$ cat config.mk
export PLATFORM = sky130hd
export DESIGN_NAME = pic_cmd_regs
export DESIGN_NICKNAME = d
export VERILOG_FILES = /design/src/rtl/pic_cmd_pkg.sv /design/src/rtl/pic_msb_find.sv /design/src/rtl/pic_init_seq.sv /design/src/rtl/pic_ocw_decode.sv /design/src/rtl/pic_cmd_regs.sv
export SDC_FILE = /design/constraint.sdc
export NUM_CORES = 1
export LEC_CHECK = 0
export ABC_AREA = 0
export ABC_CLOCK_PERIOD_IN_PS = 2100
export BUFFER_PORTS_ARGS = -buffer_cell sky130_fd_sc_hd__clkbuf_2
export CAP_MARGIN = 15
export CORE_ASPECT_RATIO = 1.75
export CORE_MARGIN = 2
export CORE_UTILIZATION = 51
export CTS_BUF_LIST = sky130_fd_sc_hd__clkbuf_8
export CTS_CLUSTER_DIAMETER = 150
export DETAILED_ROUTE_END_ITERATION = 8
export PLACE_DENSITY = 0.82
export SETUP_SLACK_MARGIN = 0.1
export SLEW_MARGIN = 20
export SYNTH_ARGS = -nofsm -noshare
export SYNTH_HDL_FRONTEND = slang
export SYNTH_SLANG_ARGS = --single-unit
$ cat constraint.sdc
create_clock -name clk -period 2.1 [get_ports clk]
set_input_delay 0.105 -clock clk [delete_from_list [all_inputs] [get_ports clk]]
set_output_delay 0.105 -clock clk [all_outputs]
set_load 0.02 [all_outputs]
$ cat src/rtl/pic_cmd_pkg.sv
package pic_cmd_pkg;
  typedef enum logic [1:0] {
    SEQ_IDLE  = 2'd0,
    SEQ_VEC   = 2'd1,
    SEQ_CASC  = 2'd2,
    SEQ_FINAL = 2'd3
  } seq_t;

  localparam logic [2:0] CMD_EOI_ANY  = 3'b001;
  localparam logic [2:0] CMD_EOI_LINE = 3'b011;
  localparam logic [1:0] SUB_EOI      = 2'b00;
  localparam logic [1:0] SUB_RDSEL    = 2'b01;
endpackage

$ cat src/rtl/pic_msb_find.sv
module pic_msb_find #(
  parameter int W  = 8,
  localparam int LW = $clog2(W)
) (
  input  logic [W-1:0]  vec,
  output logic          found,
  output logic [LW-1:0] idx
);
  always_comb begin
    idx = '0;
    for (int i = 0; i < W; i++) begin
      if (vec[i]) idx = i[LW-1:0];
    end
  end
  assign found = |vec;
endmodule

$ cat src/rtl/pic_init_seq.sv
module pic_init_seq
  import pic_cmd_pkg::*;
#(
  parameter int DW = 8,
  parameter int LW = 3
) (
  input  logic          clk,
  input  logic          rst,
  input  logic          cfg_master,
  input  logic          start_wr,
  input  logic          dat_wr,
  input  logic [DW-1:0] wdata,
  output logic          seq_idle,
  output logic [DW-1:0] vec_base,
  output logic [DW-1:0] casc_map,
  output logic          edge_trig,
  output logic          cascade_en,
  output logic          auto_eoi
);
  seq_t          state;
  logic          need_final;
  logic [DW-1:0] vec_n;
  logic [DW-1:0] map_n;

  always_comb begin
    vec_n = wdata;
    vec_n[LW-1:0] = '0;
    if (cfg_master) begin
      map_n = wdata;
    end else begin
      map_n = '0;
      map_n[LW-1:0] = wdata[LW-1:0];
    end
  end

  always_ff @(posedge clk) begin
    if (rst) begin
      state      <= SEQ_IDLE;
      need_final <= 1'b0;
      vec_base   <= '0;
      casc_map   <= '0;
      edge_trig  <= 1'b0;
      cascade_en <= 1'b0;
      auto_eoi   <= 1'b0;
    end else if (start_wr) begin
      edge_trig  <= wdata[3];
      cascade_en <= ~wdata[1];
      need_final <= wdata[0];
      if (!wdata[0]) auto_eoi <= 1'b0;
      state <= SEQ_VEC;
    end else if (dat_wr) begin
      case (state)
        SEQ_VEC: begin
          vec_base <= vec_n;
          if (cascade_en) begin
            state <= SEQ_CASC;
          end else begin
            casc_map <= '0;
            state    <= SEQ_IDLE;
          end
        end
        SEQ_CASC: begin
          casc_map <= map_n;
          state    <= need_final ? SEQ_FINAL : SEQ_IDLE;
        end
        SEQ_FINAL: begin
          auto_eoi <= wdata[1];
          state    <= SEQ_IDLE;
        end
        default: ;
      endcase
    end
  end

  assign seq_idle = (state == SEQ_IDLE);

  assert_vec_leaves_R3: assert property (@(posedge clk) disable iff (rst)
    (state == SEQ_VEC && dat_wr && !start_wr) |=> (state != SEQ_VEC));

  assert_slave_id_R4: assert property (@(posedge clk) disable iff (rst)
    (state == SEQ_CASC && dat_wr && !start_wr && !cfg_master) |=> (casc_map[DW-1:LW] == '0));

  assert_start_aeoi_R2: assert property (@(posedge clk) disable iff (rst)
    (start_wr && !wdata[0]) |=> !auto_eoi);
endmodule

$ cat src/rtl/pic_ocw_decode.sv
module pic_ocw_decode
  import pic_cmd_pkg::*;
#(
  parameter int DW = 8,
  parameter int NL = 8,
  localparam int LW = $clog2(NL)
) (
  input  logic          clk,
  input  logic          rst,
  input  logic          cmd_wr,
  input  logic [DW-1:0] wdata,
  input  logic [NL-1:0] isr_in,
  output logic          eoi_valid,
  output logic [LW-1:0] eoi_line,
  output logic          rd_pend_sel
);
  logic          is_eoi_cmd;
  logic          is_rdsel_cmd;
  logic          isr_any;
  logic [LW-1:0] isr_top;

  pic_msb_find #(.W(NL)) u_top (
    .vec   (isr_in),
    .found (isr_any),
    .idx   (isr_top)
  );

  always_comb begin
    is_eoi_cmd   = cmd_wr && (wdata[4:3] == SUB_EOI);
    is_rdsel_cmd = cmd_wr && (wdata[4:3] == SUB_RDSEL);
  end

  always_ff @(posedge clk) begin
    if (rst) begin
      eoi_valid   <= 1'b0;
      eoi_line    <= '0;
      rd_pend_sel <= 1'b1;
    end else begin
      eoi_valid <= 1'b0;
      if (is_eoi_cmd) begin
        case (wdata[7:5])
          CMD_EOI_ANY: begin
            if (isr_any) begin
              eoi_valid <= 1'b1;
              eoi_line  <= isr_top;
            end
          end
          CMD_EOI_LINE: begin
            eoi_valid <= 1'b1;
            eoi_line  <= wdata[LW-1:0];
          end
          default: ;
        endcase
      end
      if (is_rdsel_cmd && wdata[1]) rd_pend_sel <= wdata[0];
    end
  end

  assert_eoi_cause_R7: assert property (@(posedge clk) disable iff (rst)
    eoi_valid |-> $past(cmd_wr && (wdata[4:3] == SUB_EOI)));

  assert_noop_silent_R9: assert property (@(posedge clk) disable iff (rst)
    (is_eoi_cmd && wdata[7:5] != CMD_EOI_ANY && wdata[7:5] != CMD_EOI_LINE) |=> !eoi_valid);
endmodule

$ cat src/rtl/pic_cmd_regs.sv
module pic_cmd_regs #(
  parameter int DW = 8,
  parameter int NL = 8,
  localparam int LW = $clog2(NL)
) (
  input  logic          clk,
  input  logic          rst,
  input  logic          cfg_master,
  input  logic          bus_addr,
  input  logic          bus_wr,
  input  logic          bus_rd,
  input  logic [DW-1:0] bus_wdata,
  output logic [DW-1:0] bus_rdata,
  input  logic [NL-1:0] irr_in,
  input  logic [NL-1:0] isr_in,
  output logic [NL-1:0] mask_out,
  output logic [DW-1:0] vec_base,
  output logic [DW-1:0] casc_map,
  output logic          edge_trig,
  output logic          cascade_en,
  output logic          auto_eoi,
  output logic          eoi_valid,
  output logic [LW-1:0] eoi_line
);
  logic          wr_cmd;
  logic          wr_dat;
  logic          start_wr;
  logic          seq_idle;
  logic          rd_pend_sel;
  logic [DW-1:0] rd_next;

  assign wr_cmd   = bus_wr && !bus_addr;
  assign wr_dat   = bus_wr && bus_addr;
  assign start_wr = wr_cmd && bus_wdata[4];

  pic_init_seq #(.DW(DW), .LW(LW)) u_seq (
    .clk        (clk),
    .rst        (rst),
    .cfg_master (cfg_master),
    .start_wr   (start_wr),
    .dat_wr     (wr_dat),
    .wdata      (bus_wdata),
    .seq_idle   (seq_idle),
    .vec_base   (vec_base),
    .casc_map   (casc_map),
    .edge_trig  (edge_trig),
    .cascade_en (cascade_en),
    .auto_eoi   (auto_eoi)
  );

  pic_ocw_decode #(.DW(DW), .NL(NL)) u_ocw (
    .clk         (clk),
    .rst         (rst),
    .cmd_wr      (wr_cmd && !bus_wdata[4]),
    .wdata       (bus_wdata),
    .isr_in      (isr_in),
    .eoi_valid   (eoi_valid),
    .eoi_line    (eoi_line),
    .rd_pend_sel (rd_pend_sel)
  );

  always_ff @(posedge clk) begin
    if (rst) begin
      mask_out <= '0;
    end else if (start_wr) begin
      mask_out <= '0;
    end else if (wr_dat && seq_idle) begin
      mask_out <= bus_wdata[NL-1:0];
    end
  end

  always_comb begin
    rd_next = '0;
    if (bus_addr) rd_next[NL-1:0] = mask_out;
    else          rd_next[NL-1:0] = rd_pend_sel ? irr_in : isr_in;
  end

  always_ff @(posedge clk) begin
    if (rst)         bus_rdata <= '0;
    else if (bus_rd) bus_rdata <= rd_next;
  end

  assert_start_clears_mask_R2: assert property (@(posedge clk) disable iff (rst)
    start_wr |=> (mask_out == '0));

  assert_idle_mask_load_R6: assert property (@(posedge clk) disable iff (rst)
    (wr_dat && seq_idle) |=> (mask_out == $past(bus_wdata[NL-1:0])));
endmodule

# Word-level counts from Yosys, hierarchy flattened
# Cells that the tools add are included.
[word_totals] reg_bits=40 out_inout_bits=39 elab_cells=77
[classes] eq_ne=9 mux=25 bitwise_logic=3 n_reduce_logical=27
[op_table] op="8-bit 2-to-1 mux" n=4
[op_table] op="3-bit 2-to-1 mux" n=7
[op_table] op="8-bit one-hot mux with 2 select lines" n=1
[op_table] op="3-bit AND reduction" n=3
[op_table] op="1-bit logical AND" n=8
[op_table] op="1-bit 2-to-1 mux" n=8
[op_table] op="2-bit nonzero test" n=4
[op_table] op="8-bit OR reduction" n=1
[op_table] op="2-bit one-hot mux with 3 select lines" n=1
[op_table] op="3-bit one-hot mux with 2 select lines" n=1
[op_table] op="2-bit by 1-bit equality test with 1-bit output (second input constant)" n=2
[op_table] op="2-bit equality test (second input constant)" n=2
[op_table] op="2-bit zero test" n=2
[op_table] op="2-bit 2-to-1 mux" n=2
[op_table] op="2-bit inequality test (second input constant)" n=2
[op_table] op="2-bit AND reduction" n=2
[op_table] op="4-bit AND reduction" n=1
[op_table] op="4-bit nonzero test" n=1
[op_table] op="2-bit OR reduction" n=2
[op_table] op="3-bit by 1-bit equality test with 1-bit output (second input constant)" n=1
[op_table] op="3-bit by 2-bit equality test with 1-bit output (second input constant)" n=1
[op_table] op="1-bit NOT" n=3
[op_table] op="3-bit nonzero test" n=1
[op_table] op="1-bit zero test" n=2
[op_table] op="other kinds (2)" n=2

# Logic depth before layout (Yosys ltp)
[depth] depth_word=9 mapped_depth=7

# Modules after synthesis
# From an unflattened synthesis, not the netlist that was laid out.
[unflattened] hier_cells=203 area_unflattened_um2=1981.9
[modules_own_cells] module="pic_cmd_regs" n_inst=1 cells_each=84 area_each_um2=852.1
[modules_own_cells] module="pic_init_seq" n_inst=1 cells_each=84 area_each_um2=832.0
[modules_own_cells] module="pic_ocw_decode" n_inst=1 cells_each=23 area_each_um2=231.5
[modules_own_cells] module="pic_msb_find" n_inst=1 cells_each=12 area_each_um2=66.3

# Worst setup path after synthesis
# No wires, ideal clock.
[synth_path] path_type="input port to flip-flop" startpoint="input bus_wdata[4]" endpoint="register u_ocw.eoi_line[1]" t_arrival_ps=1635 required_time_ps=2029 slack_ps=394 stages=4 n_path_buf=0 path_cell_list="or3b_1 or4b_4 or4_1 a21oi_1"
[synth_between] elab_chain_len=4 word_cells_on_any_way=5 classes_between="reduce/logical: 5"
[synth_lines] item="start, declared" line_no="pic_cmd_regs.sv:12" rtl="input logic [DW-1:0] bus_wdata,"
[synth_lines] item="1-bit zero test" line_no="pic_cmd_regs.sv:54" rtl=".cmd_wr (wr_cmd && !bus_wdata[4]),"
[synth_lines] item="1-bit logical AND" line_no="pic_cmd_regs.sv:54"
[synth_lines] item="1-bit logical AND (*)" line_no="pic_ocw_decode.sv:29" rtl="is_eoi_cmd = cmd_wr && (wdata[4:3] == SUB_EOI);"
[synth_lines] item="3-bit AND reduction (no line) (*)"
[synth_lines] item="end signal, assigned" line_no="pic_ocw_decode.sv:45" rtl="eoi_line <= isr_top;"
[synth_lines] item="end signal, assigned" line_no="pic_ocw_decode.sv:50" rtl="eoi_line <= wdata[LW-1:0];"
[synth_lines] item="end, declared" line_no="pic_ocw_decode.sv:14" rtl="output logic [LW-1:0] eoi_line,"
# Every way passes the cells marked *; elsewhere a longest branch is shown, timed or not.
# A chain may end at the register's enable or synchronous reset.

# Worst setup path after layout
# Ends and elaborated chain as after synthesis.

==> results.md <==
- Worst path buffer plus inverter count: 1
- Commonest cells after routing, fill and taps aside: clkbuf_2 (65), dfxtp_1 (40), nand2_1 (35), nor2_1 (28), mux2i_1 (23)
- Initial antenna violation count: 0
- F_max: 593 MHz
- Status: completed
- Max-slew headroom: 0.666
- Worst-margin pin slew: 500 ps
- Number of buffers created by CTS: 5
- Later-pin clock latency in the skew report: 290 ps
- Sum of negative setup slack: 0 ps
- GRT Total Usage: 0.242
- Full die area: 0.00415 mm2
- Most common cell after layout, fill and taps aside: clkbuf_2
- Via/cell ratio: 5.49
- GRT Residual Overflow: 0
- RSZ-0062 raised after global routing: false
- FP Rows: 29
- Area growth syn-to-layout: 23.8%
- Placer's final routability congestion estimate: 0.937
- Clock Tree Root: clkbuf_8
- Crit-path cells: clkbuf_2, or3b_1, or4b_4, or4_1, a21oi_1
- Share of cells above drive strength 1: 0.268
- Largest net degree at the start of global routing: 21
- Clock share of power: 0.355
- Clock Pin Slew Worst Setup and Hold Paths: 80 ps
- Sw frac: 0.261
- Cts repair resizes: 0
- # IOs: 69
- Buffers on Ports: 65
- Clock Sinks: 40
- Iter 0 DRT Violations: 52
- Ys async rst share: 0
- Vias in the first global route: 1744
- Crit path launch type: input port
- Crit Path Max Fanout: 5
- Post-Syn Area: 0.00185 mm2
- Final min period: 1690 ps
- CP delay by family, top: simple AND/OR/NAND/NOR gates
- Yosys reg bits: 40
- DPL Wire Length: 3730 um
- Gate Count Post-Synth: 225
- Pins Over Slew Limit: 0
- Horiz. Die Dim: 49.6 um
- Clk_skew: 4.97 ps
- Flop pwr share: 0.512
- Post-DRT Antenna Nets: 0
- Slowest-stage cell, CP: or4b_4
- Yosys Warn Count: 0
- Hold-fix buffers, CTS: 0
- Total number of vias: 1829
- Post-synthesis sequential area ratio: 0.432
- Average routed wire per standard cell: 14.3 um
- Period utilization: 0.803
- Final Cell Area: 0.00229 mm2
- Lkg Pwr: 1.11 nW
- P_int: 1.15 mW
- DRC viols: 0
- Syn_area_per_cell: 8.24 um2
- Post-synth top flop: dfxtp_1
- Peak supply drop: 0.495 mV
- Min-Delay Path Class: in -> reg
- Logic pwr share: 0.133
- # Post-CTS Setup Buffers: 0
- Critical Path Sink Type: register
- Clk buf depth: 2
- Yosys cell types: 32
- H-tree depth: 2
- CTS tree: yes
- DP Area: 0.00220 mm2
- CP max stage delay: 550 ps
- Die Y: 83.7 um
- Cell area power density: 676 mW/mm2
- NetSw: 0.404 mW
- CP required: 2320 ps
- Endpoints failing setup: 0
- Initial Util: 0.521
- Core ar.: 0.00356 mm2
- Final wirelength: 4770 um
- Number of flops mapped to enable cells by yosys: 0
- First-pass GRT wire length: 7850 um
- Drt pass-1 iters: 4
- Critical path type: in -> reg
- # nets final: 322
- Arrival time at the worst endpoint: 1900 ps
- Hold Violations, Final: 0
- Number of diodes: 0
- Max-cap viol count: 0
-- cell usage after synthesis, drive strengths merged (2+ instances only) --
master  count  area, um2
nand3      14       70.1
inv         6       22.5
buf         5       30.0
nand4       5       31.3
a21oi      19       95.1
nand2      35        131
nor2       28        105
o21ai      11       55.1
clkbuf     10       37.5
dfxtp      40        801
a31oi       2       12.5
and3        2       12.5
nor3        3       15.0
nand3b      2       15.0
ha          5       62.6
mux2i      23        230
-- power groups by stage --
stage                     sequential [mW]  clock (mW)  combinational, mW
final                               0.794       0.551              0.206
after global routing                0.797       0.586              0.225
after CTS                           0.794       0.559              0.205
after detailed placement            0.812           0              0.204
after global placement              0.811           0              0.200
after floorplan                     0.829           0              0.103
-- final cells by class --
class	instances	area [um2]
Clock buffer	7	96.3
Fill cell	347	1260
Inverter	6	22.5
Multi-Input combinational cell	166	970
Sequential cell	40	801
Tap cell	46	57.6
Timing Repair Buffer	68	348
-- path summary, 6_finish.rpt --
path                           from           endpoint  slack (ps)  cells past startpoint
setup / recovery       bus_wdata[4]  u_ocw.eoi_line[1]         410                      5
hold / removal         bus_wdata[2]  u_seq.casc_map[2]          90                      3
setup reg to reg     u_seq.state[1]  u_seq.casc_map[6]         550                      6
hold reg to reg   u_seq.casc_map[1]  u_seq.casc_map[1]         460                      2
-- stage by stage --
step                power (mW)  hold WS, ps  utilization  instances  setup WS, ps
finish                    1.55         94.3        0.645        333           414
global route              1.61          100        0.645        333           342
CTS                       1.56         87.1        0.645        333           441
detailed placement        1.02          397        0.618        326           131
global placement          1.01          397        0.618        326           216
floorplan                0.933          249            -        227           394
-- tightest hold or removal path, delay by kind of cell --
kind	cells	cell delay, ps
and+or+nand+nor	1	70
buffers and inverters	1	110
AOI/OAI and AO/OA	1	60
-- metal layers --
layer  global-route usage  routed length, um  vias to the layer above
met3               0.0448                273                       10
met4                0.126                113                        0
met1                0.257               1820                      850
met5                    0                  0                        -
met2                0.435               2570                       75
li1                     -                  -                      894
-- flip-flops by register name (all words and copies together) (netlist names) --
register,flops
bus_rdata,8
mask_out,8
u_seq.casc_map,8
u_seq.vec_base,5
u_ocw.eoi_line,3
u_seq.state,2
u_ocw.eoi_valid,1
u_ocw.rd_pend_sel,1
u_seq.auto_eoi,1
u_seq.cascade_en,1
u_seq.edge_trig,1
u_seq.need_final,1
-- cell families after synthesis --
family,count (synthesis),synth area share
simple gates,95,0.232
flops,40,0.432
compound gates,39,0.122
mux,24,0.130
buf+inv,21,0.0486
fa+ha+maj,5,0.0338
other cells,1,0.00202
(Power assumes the default switching activity.)
